--- src/rtl/irq_pkg.sv ---
`timescale 1ns/1ps
package irq_pkg;
    localparam int NSRC      = 4;
    localparam int IDX_W     = $clog2(NSRC);
    localparam int REG_W     = 8;
    localparam int R0_SRCS   = 3;              // sources living in register 0
    localparam int R0_GE_BIT = 0;
    localparam int R0_EN_LO  = 1;
    localparam int R0_FL_LO  = 4;
    localparam int R1_EN_BIT = 0;
    localparam int R1_FL_BIT = 4;
    localparam logic [REG_W-1:0] VEC_BASE = 8'h04;
    localparam int VEC_STEP  = 4;

    typedef enum logic [IDX_W-1:0] {
        SRC_EXT = 2'd0,
        SRC_TMR = 2'd1,
        SRC_ADC = 2'd2,
        SRC_I2C = 2'd3
    } src_e;

    typedef struct packed {
        logic            ge;
        logic [NSRC-1:0] en;
        logic [NSRC-1:0] flag;
    } irq_state_t;

    function automatic logic [REG_W-1:0] vec_of(input logic [IDX_W-1:0] idx);
        logic [REG_W-1:0] v;
        v = VEC_BASE + REG_W'(idx) * REG_W'(VEC_STEP);
        return v;
    endfunction

    function automatic logic [REG_W-1:0] pack_r0(input irq_state_t s);
        logic [REG_W-1:0] r;
        r = '0;
        r[R0_GE_BIT] = s.ge;
        for (int i = 0; i < R0_SRCS; i++) begin
            r[R0_EN_LO + i] = s.en[i];
            r[R0_FL_LO + i] = s.flag[i];
        end
        return r;
    endfunction

    function automatic logic [REG_W-1:0] pack_r1(input irq_state_t s);
        logic [REG_W-1:0] r;
        r = '0;
        r[R1_EN_BIT] = s.en[SRC_I2C];
        r[R1_FL_BIT] = s.flag[SRC_I2C];
        return r;
    endfunction
endpackage

--- src/rtl/irq_edge_fall.sv ---
`timescale 1ns/1ps
module irq_edge_fall (
    input  logic clk,
    input  logic rst,
    input  logic pin,
    output logic fall
);
    logic prev_q;

    // Reset value 0 keeps a pin already low at reset from looking like an edge.
    always_ff @(posedge clk) begin
        if (rst) prev_q <= 1'b0;
        else     prev_q <= pin;
    end

    assign fall = prev_q & ~pin;
endmodule

--- src/rtl/irq_prio_arb.sv ---
`timescale 1ns/1ps
module irq_prio_arb
    import irq_pkg::*;
(
    input  logic [NSRC-1:0]  req,
    output logic [NSRC-1:0]  grant,
    output logic             any,
    output logic [IDX_W-1:0] idx
);
    genvar g;
    generate
        for (g = 0; g < NSRC; g++) begin : g_grant
            if (g == 0) begin : g_top
                assign grant[g] = req[g];
            end else begin : g_low
                assign grant[g] = req[g] & ~(|req[g-1:0]);
            end
        end
    endgenerate

    assign any = |req;

    always_comb begin
        idx = '0;
        for (int i = 0; i < NSRC; i++) begin
            if (grant[i]) idx = IDX_W'(i);
        end
    end
endmodule

--- src/rtl/irq_ctrl_regs.sv ---
`timescale 1ns/1ps
module irq_ctrl_regs
    import irq_pkg::*;
(
    input  logic             clk,
    input  logic             rst,
    input  logic [NSRC-1:0]  hw_set,
    input  logic             wr,
    input  logic             sel,
    input  logic [REG_W-1:0] wdata,
    input  logic             accept,
    input  logic [NSRC-1:0]  taken,
    input  logic             ret_valid,
    input  logic             ret_reti,
    output irq_state_t       st
);
    irq_state_t st_q;
    logic wr0, wr1;

    assign wr0 = wr & ~sel;
    assign wr1 = wr &  sel;

    // Global enable: acceptance clear beats return-from-interrupt beats write.
    always_ff @(posedge clk) begin
        if (rst)                        st_q.ge <= 1'b0;
        else if (accept)                st_q.ge <= 1'b0;
        else if (ret_valid && ret_reti) st_q.ge <= 1'b1;
        else if (wr0)                   st_q.ge <= wdata[R0_GE_BIT];
    end

    genvar g;
    generate
        for (g = 0; g < NSRC; g++) begin : g_src
            logic hit;
            logic wen_bit, wfl_bit;
            if (g < R0_SRCS) begin : g_r0
                assign hit     = wr0;
                assign wen_bit = wdata[R0_EN_LO + g];
                assign wfl_bit = wdata[R0_FL_LO + g];
            end else begin : g_r1
                assign hit     = wr1;
                assign wen_bit = wdata[R1_EN_BIT];
                assign wfl_bit = wdata[R1_FL_BIT];
            end

            always_ff @(posedge clk) begin
                if (rst)      st_q.en[g] <= 1'b0;
                else if (hit) st_q.en[g] <= wen_bit;
            end

            // Hardware set has the highest priority for every flag.
            always_ff @(posedge clk) begin
                if (rst)                      st_q.flag[g] <= 1'b0;
                else if (hw_set[g])           st_q.flag[g] <= 1'b1;
                else if (hit)                 st_q.flag[g] <= wfl_bit;
                else if (accept && taken[g])  st_q.flag[g] <= 1'b0;
            end
        end
    endgenerate

    assign st = st_q;
endmodule

--- src/rtl/irq_vector_ctrl.sv ---
`timescale 1ns/1ps
module irq_vector_ctrl
    import irq_pkg::*;
(
    input  logic             clk,
    input  logic             rst,
    input  logic             ext_pin,
    input  logic             tmr_ovf,
    input  logic             adc_done,
    input  logic             i2c_evt,
    input  logic             sample_en,
    input  logic             stack_full,
    input  logic             reg_wr,
    input  logic             reg_sel,
    input  logic [7:0]       reg_wdata,
    output logic [7:0]       reg_rdata,
    input  logic             ret_valid,
    input  logic             ret_reti,
    output logic             irq_ack,
    output logic             push_req,
    output logic [7:0]       irq_vector,
    output logic             wake
);
    irq_state_t      st;
    logic            ext_fall;
    logic [NSRC-1:0] hw_set, pend, elig, grant;
    logic            any_elig, accept;
    logic [IDX_W-1:0] win_idx;
    logic [REG_W-1:0] r0_view, r1_view;

    irq_edge_fall u_edge (
        .clk  (clk),
        .rst  (rst),
        .pin  (ext_pin),
        .fall (ext_fall)
    );

    always_comb begin
        hw_set          = '0;
        hw_set[SRC_EXT] = ext_fall;
        hw_set[SRC_TMR] = tmr_ovf;
        hw_set[SRC_ADC] = adc_done;
        hw_set[SRC_I2C] = i2c_evt;
    end

    irq_ctrl_regs u_regs (
        .clk       (clk),
        .rst       (rst),
        .hw_set    (hw_set),
        .wr        (reg_wr),
        .sel       (reg_sel),
        .wdata     (reg_wdata),
        .accept    (accept),
        .taken     (grant),
        .ret_valid (ret_valid),
        .ret_reti  (ret_reti),
        .st        (st)
    );

    assign pend = st.flag & st.en;
    assign elig = pend & {NSRC{st.ge}};

    irq_prio_arb u_arb (
        .req   (elig),
        .grant (grant),
        .any   (any_elig),
        .idx   (win_idx)
    );

    assign accept     = sample_en & ~stack_full & any_elig;
    assign irq_ack    = accept;
    assign push_req   = accept;
    assign irq_vector = accept ? vec_of(win_idx) : '0;
    assign wake       = |pend;

    assign r0_view   = pack_r0(st);
    assign r1_view   = pack_r1(st);
    assign reg_rdata = reg_sel ? r1_view : r0_view;
endmodule

--- config.mk ---
export PLATFORM = sky130hd
export DESIGN_NAME = irq_vector_ctrl
export DESIGN_NICKNAME = d
export VERILOG_FILES = /design/src/rtl/irq_pkg.sv /design/src/rtl/irq_edge_fall.sv /design/src/rtl/irq_prio_arb.sv /design/src/rtl/irq_ctrl_regs.sv /design/src/rtl/irq_vector_ctrl.sv
export SDC_FILE = /design/constraint.sdc
export NUM_CORES = 1
export LEC_CHECK = 0
export ABC_CLOCK_PERIOD_IN_PS = 1570
export BUFFER_PORTS_ARGS = -buffer_cell sky130_fd_sc_hd__buf_2
export CAP_MARGIN = 20
export CORE_MARGIN = 2
export CORE_UTILIZATION = 40
export DETAILED_ROUTE_END_ITERATION = 8
export PLACE_DENSITY = 0.78
export SLEW_MARGIN = 20
export SYNTH_ARGS = -nofsm -noshare
export SYNTH_HDL_FRONTEND = slang
export SYNTH_SLANG_ARGS = --single-unit
--- constraint.sdc ---
create_clock -name clk -period 1.57 [get_ports clk]
set_input_delay 0.2355 -clock clk [delete_from_list [all_inputs] [get_ports clk]]
set_output_delay 0.2355 -clock clk [all_outputs]
set_load 0.01 [all_outputs]
[After elaboration in Yosys (flattened, before gate mapping)]
Index checks and enable logic that the tools add are counted.
Cells by class
  add/sub/neg operators: 1
  muxes and demuxes: 19
  bitwise operators: 16
  reductions and logical operators: 15
Operator list (number)
  $mux W1: 15
  $reduce_bool A3 Y1: 4
  $and A1 B1 Y1: 8
  $and A4 B4 Y4: 2
  $reduce_or A4 Y1: 2
  $mux W7: 1
  $not A1 Y1: 6
  $add A3 B4 Y5 const A: 1
  $logic_and A1 B1 Y1: 5
  $mux W5: 1
  $mux W2: 2
  $reduce_or A2 Y1: 2
  $reduce_or A3 Y1: 1
  $reduce_bool A2 Y1: 1
Word-level totals
  flip-flop bits (word level): 10
  input bits: 20
  output and inout bits: 19
  logic and storage cells: 61

[Depth between registers and ports, before layout]
  depth in word-level cells: 9
  mapped depth: 4
  mapped depth without buffers: 3

[Modules after synthesis]
A second synthesis with hierarchy kept.
Second synthesis, totals
  cells, all modules: 86
  area total of the unflattened synthesis: 666.9 µm²
Modules (own cells, without submodules)
  irq_ctrl_regs: times used 1, cells an instance 45, area each 361.6 µm², seq. area each 180.2 µm²
  irq_vector_ctrl: times used 1, cells an instance 27, area each 209.0 µm², seq. area each 0.0 µm²
  irq_prio_arb: times used 1, cells an instance 11, area each 61.3 µm², seq. area each 0.0 µm²
  irq_edge_fall: times used 1, cells an instance 3, area each 35.0 µm², seq. area each 20.0 µm²

[Least setup slack after synthesis]
Ideal clock, no wire load.
  path kind: register to output
  from: register u_regs.st_q, in the netlist u_regs.st[0]
  to: output port push_req
  arrival: 1.157 ns
  slack: 0.178 ns
  stages on the path, launching flop included: 4
  path through: dfxtp_1 > a222oi_1 > a21oi_2 > buf_4
On the way
  longest elaborated chain between the ends: 4
Ends and longest elaborated chain
  from (decl): RTL line irq_ctrl_regs.sv:17  | irq_state_t st_q;
  $and A4 B4 Y4: RTL line irq_vector_ctrl.sv:60  | assign pend = st.flag & st.en;
  $and A4 B4 Y4: RTL line irq_vector_ctrl.sv:61  | assign elig = pend & {NSRC{st.ge}};
  $reduce_or A4 Y1: RTL line irq_prio_arb.sv:21  | assign any = |req;
  $and A1 B1 Y1: RTL line irq_vector_ctrl.sv:70  | assign accept = sample_en & ~stack_full & any_elig;
  to (decl): RTL line irq_vector_ctrl.sv:20  | output logic push_req,
No other way between the ends.

[Worst setup path in the final report]
  from: register u_regs.st_q, in the netlist u_regs.st[5]
  to: output port irq_vector[2]
On the way
  longest elaborated chain between the ends: 9
  elaborated cells on any way between the ends: 16
  those cells by class: add/sub: 1; mux: 4; bitwise: 8; reduce/logical: 3
Ends and longest elaborated chain
  $and A4 B4 Y4 (*): RTL line irq_vector_ctrl.sv:60
  $and A4 B4 Y4 (*): RTL line irq_vector_ctrl.sv:61
  $reduce_or A2 Y1: RTL line irq_prio_arb.sv:16  | assign grant[g] = req[g] & ~(|req[g-1:0]);
  $not A1 Y1: RTL line irq_prio_arb.sv:16
  $and A1 B1 Y1: RTL line irq_prio_arb.sv:16
  $mux W2 (2 in series): RTL line irq_prio_arb.sv:26  | if (grant[i]) idx = IDX_W'(i);
  $add A3 B4 Y5: RTL line irq_pkg.sv:30  | v = VEC_BASE + REG_W'(idx) * REG_W'(VEC_STEP);
  $mux W5 (*): RTL line irq_vector_ctrl.sv:73  | assign irq_vector = accept ? vec_of(win_idx) : '0;
  to (decl): RTL line irq_vector_ctrl.sv:21  | output logic [7:0] irq_vector,
Mark *: on every way between the ends. The rest lies on a longest branch, timed or not.

==> out/metrics.yaml <==
r2r-start: "u_regs.st[5]$_SDFFE_PP0P_"
min_period_over_period_pct: 114
clkTransAtPathRegs_ns: 0.07
critPathLaunchType: "flop"
syn_area_per_cell_sq_um: 7.70
viasPerCell: 5.30
crit_start: "u_regs.st[5]$_SDFFE_PP0P_"
dr.first_iter.drc_count: 19
finalNonFillerCells: 130
cts_tree: "built"
seq_area_frac_synth_pct: 33.3
drc: 0
grt_antenna_before_repair: 0
num-fill-cells: 136
rsz0062_at_grt: "yes"
htree_levels: 1
drv_slew: 0
setup_viol: 5
finClkSkew_ns: 0.00194
netlist_area_sq_um: 601
start_util_pct: 44.5
rows: 13
crit_path_end: "irq_vector[2]"
yosys_warnings: 0
vias: 689
final_antenna_net_count: 0
clock_path_buffers: 2
final_net_count: 136
synth_edf_count: 0
fp.coreArea_sq_mm: 0.00135
rr_worst_depth: 4
diodes: 0
synth_top_family_by_area: "simple AND/OR/NAND/NOR gates"
drt-pass1-iter-count: 7
synthCells: 78
clk_latency_ns: 0.27
arrival_ns: 1.56
totalWireLength_mm: 1.64
multi_input_area_sq_um: 352
die_area_sq_mm: 0.00183
ir_drop_mv: 0.565
synth.distinct_cells: 23
fin_ws_ns: -0.224
status: "finished with violations"
slew_headroom_pct: 66.6
hpwl_mm: 1.11
r2r_setup_slack_ns: 0.12
die_w_microns: 42.8
cap_violations: 0
grt_usage_pct: 18.9
yosys.area_share.simple_pct: 28.7
worstPathMaxFanout: 4
r2r-end: "u_regs.st[3]$_SDFFE_PP0P_"
grt_pass1_wl_mm: 2.62
cts_root_buf: "clkbuf_4"
ys_seq_elements: 10
portBuffers: 31
async_reset_ff_share_pct: 0
grt_start_max_net_pins: 13
crit_type: "reg -> out"
numPlacedInstances: 121
dieHeight_microns: 42.8
violations: "negative setup slack"
drive_gt1_share_pct: 45.2
grt_pass1_vias: 634
syn_to_final_growth_pct: 39.2
tightest_slew_ns: 0.501
hp-class: "in -> reg"
fmax_mhz: 557
fin_crit_ns: 1.79
p_leak_uw: 0.000406
clock_sinks: 10
hold_viol_final: 0
regArea_sq_um: 208
p_per_area_mw_per_mm2: 783
synthXorXnorAreaFrac_pct: 0
num_io_pins: 39
synth-main-ff-cell: "dfxtp_1"
synth.mux.area_fraction_pct: 3.75
globalplace.congestion: 0.769
grt-ovfl-total: 0
endpoint_kind: "output pin"
crit_required_ns: 1.33
place_ws_ns: 0.118
synth-compound-area-share_pct: 21.7
numCtsBuffers: 3
wl_per_cell_microns: 12.6
synth_adder_area_share_pct: 0
synth_stat cells, types with 2 or more instances:
cell | n | area (sq um)
dfxtp_1 | 10 | 200
nand2_1 | 17 | 63.8
inv_1 | 2 | 7.51
a21oi_1 | 10 | 50.1
buf_4 | 7 | 52.6
nand3b_1 | 3 | 22.5
mux2_2 | 2 | 22.5
nor2_1 | 3 | 11.3
nor2b_1 | 6 | 37.5
and4_1 | 2 | 17.5
o22ai_1 | 2 | 12.5
clkbuf_1 | 3 | 11.3
worst max-delay path, stage by stage, from the launching register on:
cell	delay (ns)
dfxtp_4	0.35
a222oi_1	0.48
buf_4	0.19
a41o_1	0.09
nor2_1	0.04
buf_2	0.14
stage by stage:
| stage | area [sq um] | util, % | total power (uW) | hold WS [ns] | TNS, ns |
|---|---|---|---|---|---|
| after floorplan | 619 | - | 369 | 0.364 | 0 |
| after global placement | 744 | 55.1 | 407 | 0.466 | 0 |
| after detailed placement | 744 | 55.1 | 410 | 0.469 | 0 |
| after CTS | 807 | 59.8 | 651 | 0.192 | -0.553 |
| after global routing | 836 | 61.9 | 690 | 0.198 | -1.16 |
| final | 836 | 61.9 | 654 | 0.190 | -0.962 |
layout by cell type, fill, tap and decap left out, types with 2 or more instances in the layout:
cell type / n
a21oi_1: 10
and4_1: 2
buf_2: 30
buf_4: 7
clkbuf_4: 3
conb_1: 6
dfxtp_1: 6
dfxtp_2: 3
inv_1: 2
mux2_2: 2
nand2_1: 16
nand3b_1: 3
nor2_1: 3
nor2b_1: 6
o22ai_1: 2
cell families (layout without fill, tap and decap cells):
group,after synthesis,count (layout)
simple gates,34,34
buf+inv,12,44
compound gates,19,19
other cells,1,6
mux,2,2
flops,10,10
routing by layer:
layer,vias up,track usage (%),share of wire [%]
met2,39,32.4,50
met1,313,22.2,39
met5,-,0,0
li1,333,-,-
met4,0,10.6,1.8
met3,4,2.55,9.0
power by group:
group	total (uW)	switching [uW]	internal [uW]
Sequential	288	16.6	271
Combinational	131	66.3	64.7
Clock	236	94.8	141
Total	654	178	477
state kept, by name (all words and copies together), names as in the netlist:
register,flops
u_regs.st,9
u_edge.prev_q,1
layout make-up:
cell class	instances	share of cell area, %
clock buffers	4	4.34
multi-input cells	61	42.1
flip-flops and latches	10	24.9
repair buffers	38	25.6
well taps	15	2.25
inverters	2	0.898
timing repair:
| item | CTS | global route |
|---|---|---|
| hold buffers | 0 | 0 |
| gates resized for setup | 4 | 4 |
| pin swaps | 1 | 2 |
| endpoints found under the setup margin | 5 | 6 |
| setup buffers | 2 | 3 |
| gates cloned | 0 | 0 |
how the worst min path moves through the flow:
stage	start	endpoint	slack (ns)	cells after the start
after global placement	ext_pin	u_edge.prev_q$_SDFF_PP0_	0.47	2
final	ext_pin	u_edge.prev_q$_SDFF_PP0_	0.19	2
after floorplan	ext_pin	u_edge.prev_q$_SDFF_PP0_	0.36	1
after global routing	reg_wdata[2]	u_regs.st[5]$_SDFFE_PP0P_	0.20	3
after detailed placement	ext_pin	u_edge.prev_q$_SDFF_PP0_	0.47	2
after CTS	ext_pin	u_edge.prev_q$_SDFF_PP0_	0.19	2
(Power assumes the default switching activity.)
